[config.mk]
export PLATFORM = sky130hd
export DESIGN_NAME = banked_dmem
export DESIGN_NICKNAME = d
export VERILOG_FILES = /design/src/rtl/dmem_pkg.sv /design/src/rtl/dmem_addr_resolve.sv /design/src/rtl/dmem_core_regs.sv /design/src/rtl/dmem_gp_store.sv /design/src/rtl/banked_dmem.sv
export SDC_FILE = /design/constraint.sdc
export NUM_CORES = 2
export LEC_CHECK = 0
export CAP_MARGIN = 40
export CELL_PAD_IN_SITES_DETAIL_PLACEMENT = 1
export CELL_PAD_IN_SITES_GLOBAL_PLACEMENT = 1
export CORE_UTILIZATION = 34
export CTS_CLUSTER_DIAMETER = 120
export DETAILED_ROUTE_END_ITERATION = 8
export GPL_ROUTABILITY_DRIVEN = 0
export HOLD_SLACK_MARGIN = 0.08
export MAX_ROUTING_LAYER = met4
export PLACE_DENSITY = 0.52
export SETUP_SLACK_MARGIN = 0.15
export SLEW_MARGIN = 20
export SYNTH_ARGS = -nofsm -noshare
export SYNTH_HDL_FRONTEND = slang
export SYNTH_SLANG_ARGS = --single-unit
[constraint.sdc]
create_clock -name clk -period 9.2 [get_ports clk]
set_clock_uncertainty 0.15 [all_clocks]
set_input_delay 0.92 -clock clk [delete_from_list [all_inputs] [get_ports clk]]
set_output_delay 0.92 -clock clk [all_outputs]
set_load 0.05 [all_outputs]
[src/rtl/dmem_pkg.sv]
// Package: dmem_pkg
// Shared constants, location kinds and the resolved-location record used
// by the banked data memory. Assumes 8-bit data and a 7-bit in-bank offset.
package dmem_pkg;

    parameter int DATA_W      = 8;
    parameter int OFF_W       = 7;
    parameter int BANK_W      = 2;
    parameter int BANK_SIZE   = 1 << OFF_W;

    // Fixed special function offsets (mirrored in all banks)
    parameter logic [OFF_W-1:0] ALIAS_OFF   = 7'h00;
    parameter logic [OFF_W-1:0] STATUS_OFF  = 7'h03;
    parameter logic [OFF_W-1:0] PTR_OFF     = 7'h04;
    parameter logic [OFF_W-1:0] GP_BASE     = 7'h20;
    parameter logic [OFF_W-1:0] SHARED_BASE = 7'h70;

    // Status bit positions
    parameter int ST_PAIR_BIT = 7;
    parameter int ST_BANK_HI  = 6;
    parameter int ST_BANK_LO  = 5;

    typedef enum logic [2:0] {
        LOC_NONE,
        LOC_STATUS,
        LOC_PTR,
        LOC_BANKED,
        LOC_SHARED
    } loc_kind_e;

    typedef struct packed {
        loc_kind_e           kind;
        logic [BANK_W-1:0]   bank;
        logic [OFF_W-1:0]    off;
    } loc_t;

endpackage

[src/rtl/dmem_addr_resolve.sv]
// Module: dmem_addr_resolve
// Turns an instruction offset into a physical location. Offset ALIAS_OFF is
// redirected through the pointer, whose bit 7 and status bit 7 form the
// bank. Otherwise status bits 6:5 form the bank. Assumes one access per use;
// purely combinational.
module dmem_addr_resolve
    import dmem_pkg::*;
#(
    parameter int NUM_BANKS = 4
) (
    input  logic [OFF_W-1:0]  raw_off,
    input  logic [DATA_W-1:0] status,
    input  logic [DATA_W-1:0] ptr,
    output loc_t              loc
);

    logic [BANK_W-1:0] eff_bank;
    logic [OFF_W-1:0]  eff_off;
    logic              indirect;

    // Pick direct or pointer-based bank and offset
    always_comb begin
        indirect = (raw_off == ALIAS_OFF);
        if (indirect) begin
            eff_bank = {status[ST_PAIR_BIT], ptr[DATA_W-1]};
            eff_off  = ptr[OFF_W-1:0];
        end else begin
            eff_bank = status[ST_BANK_HI:ST_BANK_LO];
            eff_off  = raw_off;
        end
    end

    // Classify the effective offset into a location kind
    always_comb begin
        loc.bank = eff_bank;
        loc.off  = eff_off;
        if (eff_off == ALIAS_OFF) begin
            loc.kind = LOC_NONE;
        end else if (eff_off == STATUS_OFF) begin
            loc.kind = LOC_STATUS;
        end else if (eff_off == PTR_OFF) begin
            loc.kind = LOC_PTR;
        end else if (eff_off >= SHARED_BASE) begin
            loc.kind = LOC_SHARED;
        end else if (eff_off >= GP_BASE) begin
            loc.kind = (int'(eff_bank) < NUM_BANKS) ? LOC_BANKED : LOC_NONE;
        end else begin
            loc.kind = LOC_NONE;
        end
    end

endmodule

[src/rtl/dmem_core_regs.sv]
// Module: dmem_core_regs
// Holds the mirrored status and pointer registers. Both clear on a
// synchronous active-low reset; writes commit on the rising edge.
module dmem_core_regs
    import dmem_pkg::*;
(
    input  logic              clk,
    input  logic              rst_n,
    input  logic              wr_en,
    input  loc_kind_e         wr_kind,
    input  logic [DATA_W-1:0] wr_data,
    output logic [DATA_W-1:0] status_q,
    output logic [DATA_W-1:0] ptr_q
);

    // Status register update
    always_ff @(posedge clk) begin
        if (!rst_n) begin
            status_q <= '0;
        end else if (wr_en && wr_kind == LOC_STATUS) begin
            status_q <= wr_data;
        end
    end

    // Pointer register update
    always_ff @(posedge clk) begin
        if (!rst_n) begin
            ptr_q <= '0;
        end else if (wr_en && wr_kind == LOC_PTR) begin
            ptr_q <= wr_data;
        end
    end

endmodule

[src/rtl/dmem_gp_store.sv]
// Module: dmem_gp_store
// General purpose storage: one array per bank for the banked window and a
// single shared array for the top window. Read is combinational and write
// is on the rising edge. Contents are not reset. Assumes SHARED_BASE is
// aligned to the shared window size.
module dmem_gp_store
    import dmem_pkg::*;
#(
    parameter int NUM_BANKS = 4
) (
    input  logic              clk,
    input  logic              wr_en,
    input  loc_t              wr_loc,
    input  logic [DATA_W-1:0] wr_data,
    input  loc_t              rd_loc,
    output logic [DATA_W-1:0] rd_data
);

    localparam int GP_PER_BANK  = int'(SHARED_BASE) - int'(GP_BASE);
    localparam int SHARED_DEPTH = BANK_SIZE - int'(SHARED_BASE);
    localparam int SH_W         = $clog2(SHARED_DEPTH);

    logic [DATA_W-1:0] shared_mem [SHARED_DEPTH];
    logic [DATA_W-1:0] bank_rd    [NUM_BANKS];

    logic [OFF_W-1:0] wr_idx;
    logic [OFF_W-1:0] rd_idx;

    // Offsets relative to the start of the banked window
    always_comb begin
        wr_idx = wr_loc.off - GP_BASE;
        rd_idx = rd_loc.off - GP_BASE;
    end

    genvar b;
    generate
        for (b = 0; b < NUM_BANKS; b++) begin : g_bank
            logic [DATA_W-1:0] mem [GP_PER_BANK];

            // Write this bank when the write location targets it
            always_ff @(posedge clk) begin
                if (wr_en && wr_loc.kind == LOC_BANKED && int'(wr_loc.bank) == b) begin
                    mem[wr_idx] <= wr_data;
                end
            end

            // Read this bank at the resolved read offset
            always_comb begin
                bank_rd[b] = mem[rd_idx];
            end
        end
    endgenerate

    // Shared window write
    always_ff @(posedge clk) begin
        if (wr_en && wr_loc.kind == LOC_SHARED) begin
            shared_mem[wr_loc.off[SH_W-1:0]] <= wr_data;
        end
    end

    // Select the read byte by location kind
    always_comb begin
        rd_data = '0;
        if (rd_loc.kind == LOC_SHARED) begin
            rd_data = shared_mem[rd_loc.off[SH_W-1:0]];
        end else if (rd_loc.kind == LOC_BANKED) begin
            for (int i = 0; i < NUM_BANKS; i++) begin
                if (int'(rd_loc.bank) == i) begin
                    rd_data = bank_rd[i];
                end
            end
        end
    end

endmodule

[src/rtl/banked_dmem.sv]
// Module: banked_dmem
// Top of the banked data memory. Resolves the read and write offsets
// separately against the current status and pointer, updates the mirrored
// registers or the RAM on the clock edge, and muxes the read byte. Assumes
// the CPU presents at most one write per cycle.
module banked_dmem
    import dmem_pkg::*;
#(
    parameter int NUM_BANKS = 4
) (
    input  logic              clk,
    input  logic              rst_n,
    input  logic [OFF_W-1:0]  rd_addr,
    output logic [DATA_W-1:0] rd_data,
    input  logic              wr_en,
    input  logic [OFF_W-1:0]  wr_addr,
    input  logic [DATA_W-1:0] wr_data
);

    logic [DATA_W-1:0] status_q;
    logic [DATA_W-1:0] ptr_q;
    logic [DATA_W-1:0] ram_rd;
    loc_t              rd_loc;
    loc_t              wr_loc;

    dmem_addr_resolve #(.NUM_BANKS(NUM_BANKS)) u_rd_resolve (
        .raw_off (rd_addr),
        .status  (status_q),
        .ptr     (ptr_q),
        .loc     (rd_loc)
    );

    dmem_addr_resolve #(.NUM_BANKS(NUM_BANKS)) u_wr_resolve (
        .raw_off (wr_addr),
        .status  (status_q),
        .ptr     (ptr_q),
        .loc     (wr_loc)
    );

    dmem_core_regs u_regs (
        .clk      (clk),
        .rst_n    (rst_n),
        .wr_en    (wr_en),
        .wr_kind  (wr_loc.kind),
        .wr_data  (wr_data),
        .status_q (status_q),
        .ptr_q    (ptr_q)
    );

    dmem_gp_store #(.NUM_BANKS(NUM_BANKS)) u_store (
        .clk     (clk),
        .wr_en   (wr_en),
        .wr_loc  (wr_loc),
        .wr_data (wr_data),
        .rd_loc  (rd_loc),
        .rd_data (ram_rd)
    );

    // Final read mux between mirrored registers and RAM
    always_comb begin
        case (rd_loc.kind)
            LOC_STATUS: rd_data = status_q;
            LOC_PTR:    rd_data = ptr_q;
            LOC_BANKED,
            LOC_SHARED: rd_data = ram_rd;
            default:    rd_data = '0;
        endcase
    end

endmodule

==> flow_metrics.py <==
metrics = {
    "route": {
        "drt-pass1-iter-count": 5,
        "ant_nets": 0,
        "first_iter_violations": 8038,
        "drc_errors": 0,
        "drt_wl_total_um": 409900,
        "wl_per_cell_um": 34.36,
        "vias": 67790,
        "via_per_inst": 5.683,
    },
    "cts": {
        "cts-buffers-inserted": 303,
        "cts-resized-gates": 0,
        "cts_sinks": 2704,
        "htree_levels": 5,
        "clk_pin_slew_worst_paths_ns": 0.06,
        "cts_hold_buf": 0,
        "clk_latency_ns": 0.94,
        "cts-root-buf": "clkbuf_16",
        "cts_setup_buffers": 0,
        "cts_tree": "yes",
        "clk_path_buf_depth": 4,
    },
    "cells_and_area": {
        "fin_nets": 7547,
        "syn2layout_area_growth_pct": 17.20,
        "drive_above_1_share_pct": 16.60,
    },
    "synth": {
        "ys_seq_elements": 2704,
        "syn_inst": 7040,
        "synth_area_per_cell_sq_um": 15.28,
        "synth_fp_nets": 7067,
        "synth_edf_count": 2688,
        "synth_sequential_area_ratio_pct": 75.35,
        "synthArstFlopShare_pct": 0,
        "syn_area_sq_um": 107500,
        "yosysWarnings": 0,
        "synth_ff_type": "edfxtp_1",
        "yosysUniqueCellTypes": 81,
    },
    "floorplan": {
        "die_h_um": 564.4,
        "design.die.area_sq_um": 318600,
        "core.rowCount": 206,
        "core_area_sq_um": 314700,
        "start_util_pct": 34.17,
        "ios": 33,
        "die_width_um": 564.4,
    },
    "power_and_ir_drop": {
        "ir_drop_v": 0.0001370,
        "finalPower_mw": 27.48,
        "power_density_nw_per_um2": 218.0,
        "p_leak_nw": 41.39,
    },
    "critical_path": {
        "reg2reg_from": "u_regs.ptr_q[0]",
        "path_class": "primary input to output port",
        "startpoint_type": "primary input",
        "rrSetupSlack_ns": 4.76,
        "crit_end": "rd_data[6]",
        "cp.required_ns": 8.13,
        "critPathLaunch": "rd_addr[3]",
        "rr_worst_depth": 10,
        "reg2reg_to": "u_store.g_bank[2].mem[77][5]",
        "cp-end-kind": "output port",
        "critPathArrivalTime_ns": 7.26,
        "cp_max_fo": 99,
    },
    "timing": {
        "setup_tns_ns": 0,
        "worst_pin_slew_ns": 1.642,
        "report.final.slew_viol_count": 65,
        "setup_viol": 0,
        "final.period_utilization_pct": 90.57,
        "rsz0062_at_grt": "no",
        "finalHoldWorstSlack_ns": 0.3117,
        "max_slew_margin_pct": -9.482,
        "layout_min_cycle_time_ns": 8.332,
        "hold_viol": 0,
        "timing.fmax_mhz": 120.0,
    },
    "global_routing": {
        "grt.total_usage_pct": 26.10,
        "antenna_found_initial": 26,
        "grt_pass1_vias": 67310,
        "grt_pass1_wl_um": 563700,
        "grt_max_degree": 191,
        "grt_overflow": 0,
    },
    "flow_run": {
        "maxCapViolCount": 0,
    },
    "status": {
        "outcome": "complete, but fails checks",
        "violations": "slew limit",
    },
    "worst_hold_path": {
        "min_path_type": "primary input to flip-flop",
    },
    "place": {
        "hpwl_um": 266500,
        "io_buffer_count": 32,
    },
}
[routing by layer]
layer,wire [um],track usage (%)
met3,28630,4.338
met5,0,-
met1,177900,35.43
met2,190700,40.30
met4,12640,7.627
[registers in the layout, indices dropped and copies added, names as in the netlist]
name / cells
u_regs.status_q: 8
u_regs.ptr_q: 8
u_store.shared_mem: 128
u_store.g_bank.mem: 2560
[per-stage QoR]
step | cell area (sq um) | utilization, % | worst slack, ns | instances
after floorplan | 107500 | - | 3.405 | 7040
after global placement | 113600 | 36.09 | 0.7025 | 11070
after detailed placement | 115700 | 36.76 | 1.040 | 11320
after CTS | 125400 | 39.86 | 1.018 | 11860
after global routing | 126000 | 40.05 | 0.8209 | 11920
final | 126000 | 40.05 | 0.8676 | 11930
[layout by cell type, fill, tap and decap left out, drive strengths merged, types with 24 or more instances in the layout]
cell,count
inv,24
nand2,1478
a211oi,33
and3,50
a311oi,50
a32oi,90
bufinv,28
nor3,35
a22oi,56
clkinv,120
a21oi,249
a31oi,100
nor4,33
clkbuf,374
buf,595
a2111oi,33
nand3,363
mux2i,303
mux4,179
o22ai,87
nand4,60
nor2,398
edfxtp,2688
o21ai,74
[critical path, cell delays in order]
cell	delay (ns)
clkdlybuf4s50_1	0.66
nor4_4	0.68
buf_4	0.31
a21o_4	0.67
buf_12	0.34
buf_12	0.45
nor2_1	0.13
a21oi_1	0.24
o32ai_1	0.12
buf_4	0.22
nor2_1	0.65
a32oi_1	0.45
o31ai_1	0.80
buf_4	0.25
buf_12	0.13
[layout make-up]
cell class                      count  area (sq um)
Timing Repair Buffer              615          5650
Tap cell                         4160          5205
Clock inverter                    168          1798
Antenna cell                       13         32.53
Multi-Input combinational cell   3884         24330
Fill cell                       31480        188700
Clock buffer                      372          7945
Inverter                           12         45.04
Sequential cell                  2704         81040
[where the power goes]
group / total, mW / internal (mW) / leakage (nW) / switching [mW]
registers: 13.6 / 13.6 / 24.3 / 0.00715
logic: 1.77 / 0.450 / 12.4 / 1.32
clock network: 12.1 / 6.97 / 4.74 / 5.17
total: 27.5 / 21.0 / 41.4 / 6.50
[logic make-up after synthesis]
family | Yosys count | share of synthesized area (%)
simple gates | 2470 | 9.655
fa+ha+maj | 2 | 0.02326
mux | 487 | 6.642
buf+inv | 452 | 2.439
flops | 2704 | 75.35
compound gates | 925 | 5.888
[synthesized netlist by cell type (all sizes together) (33+ instances only)]
| cell | n | share of area [%] |
|---|---|---|
| a2111oi | 33 | 0.27 |
| a211oi | 33 | 0.24 |
| a21oi | 249 | 1.2 |
| a22oi | 56 | 0.39 |
| a311oi | 50 | 0.41 |
| a31oi | 100 | 0.58 |
| a32oi | 90 | 0.73 |
| and3 | 50 | 0.29 |
| buf | 299 | 1.9 |
| clkbuf | 141 | 0.49 |
| edfxtp | 2688 | 75 |
| mux2i | 303 | 2.8 |
| mux4 | 179 | 3.8 |
| nand2 | 1478 | 5.2 |
| nand3 | 363 | 1.7 |
| nand4 | 60 | 0.35 |
| nor2 | 398 | 1.4 |
| nor3 | 35 | 0.18 |
| nor4 | 33 | 0.23 |
| o21ai | 74 | 0.36 |
| o22ai | 87 | 0.51 |
[worst min-delay path by stage]
stage                             startpoint                           end  slack, ns  cells past startpoint
final                             wr_data[6]  u_store.g_bank[1].mem[53][6]       0.31                      1
after CTS                         wr_data[6]  u_store.g_bank[3].mem[54][6]       0.26                      1
after global placement    u_regs.status_q[1]            u_regs.status_q[1]       0.35                      2
after detailed placement  u_regs.status_q[0]            u_regs.status_q[0]       0.37                      2
after global routing              wr_data[6]  u_store.g_bank[1].mem[53][6]       0.30                      1
after floorplan           u_regs.status_q[1]            u_regs.status_q[1]       0.33                      2
(Power assumes the default switching activity.)
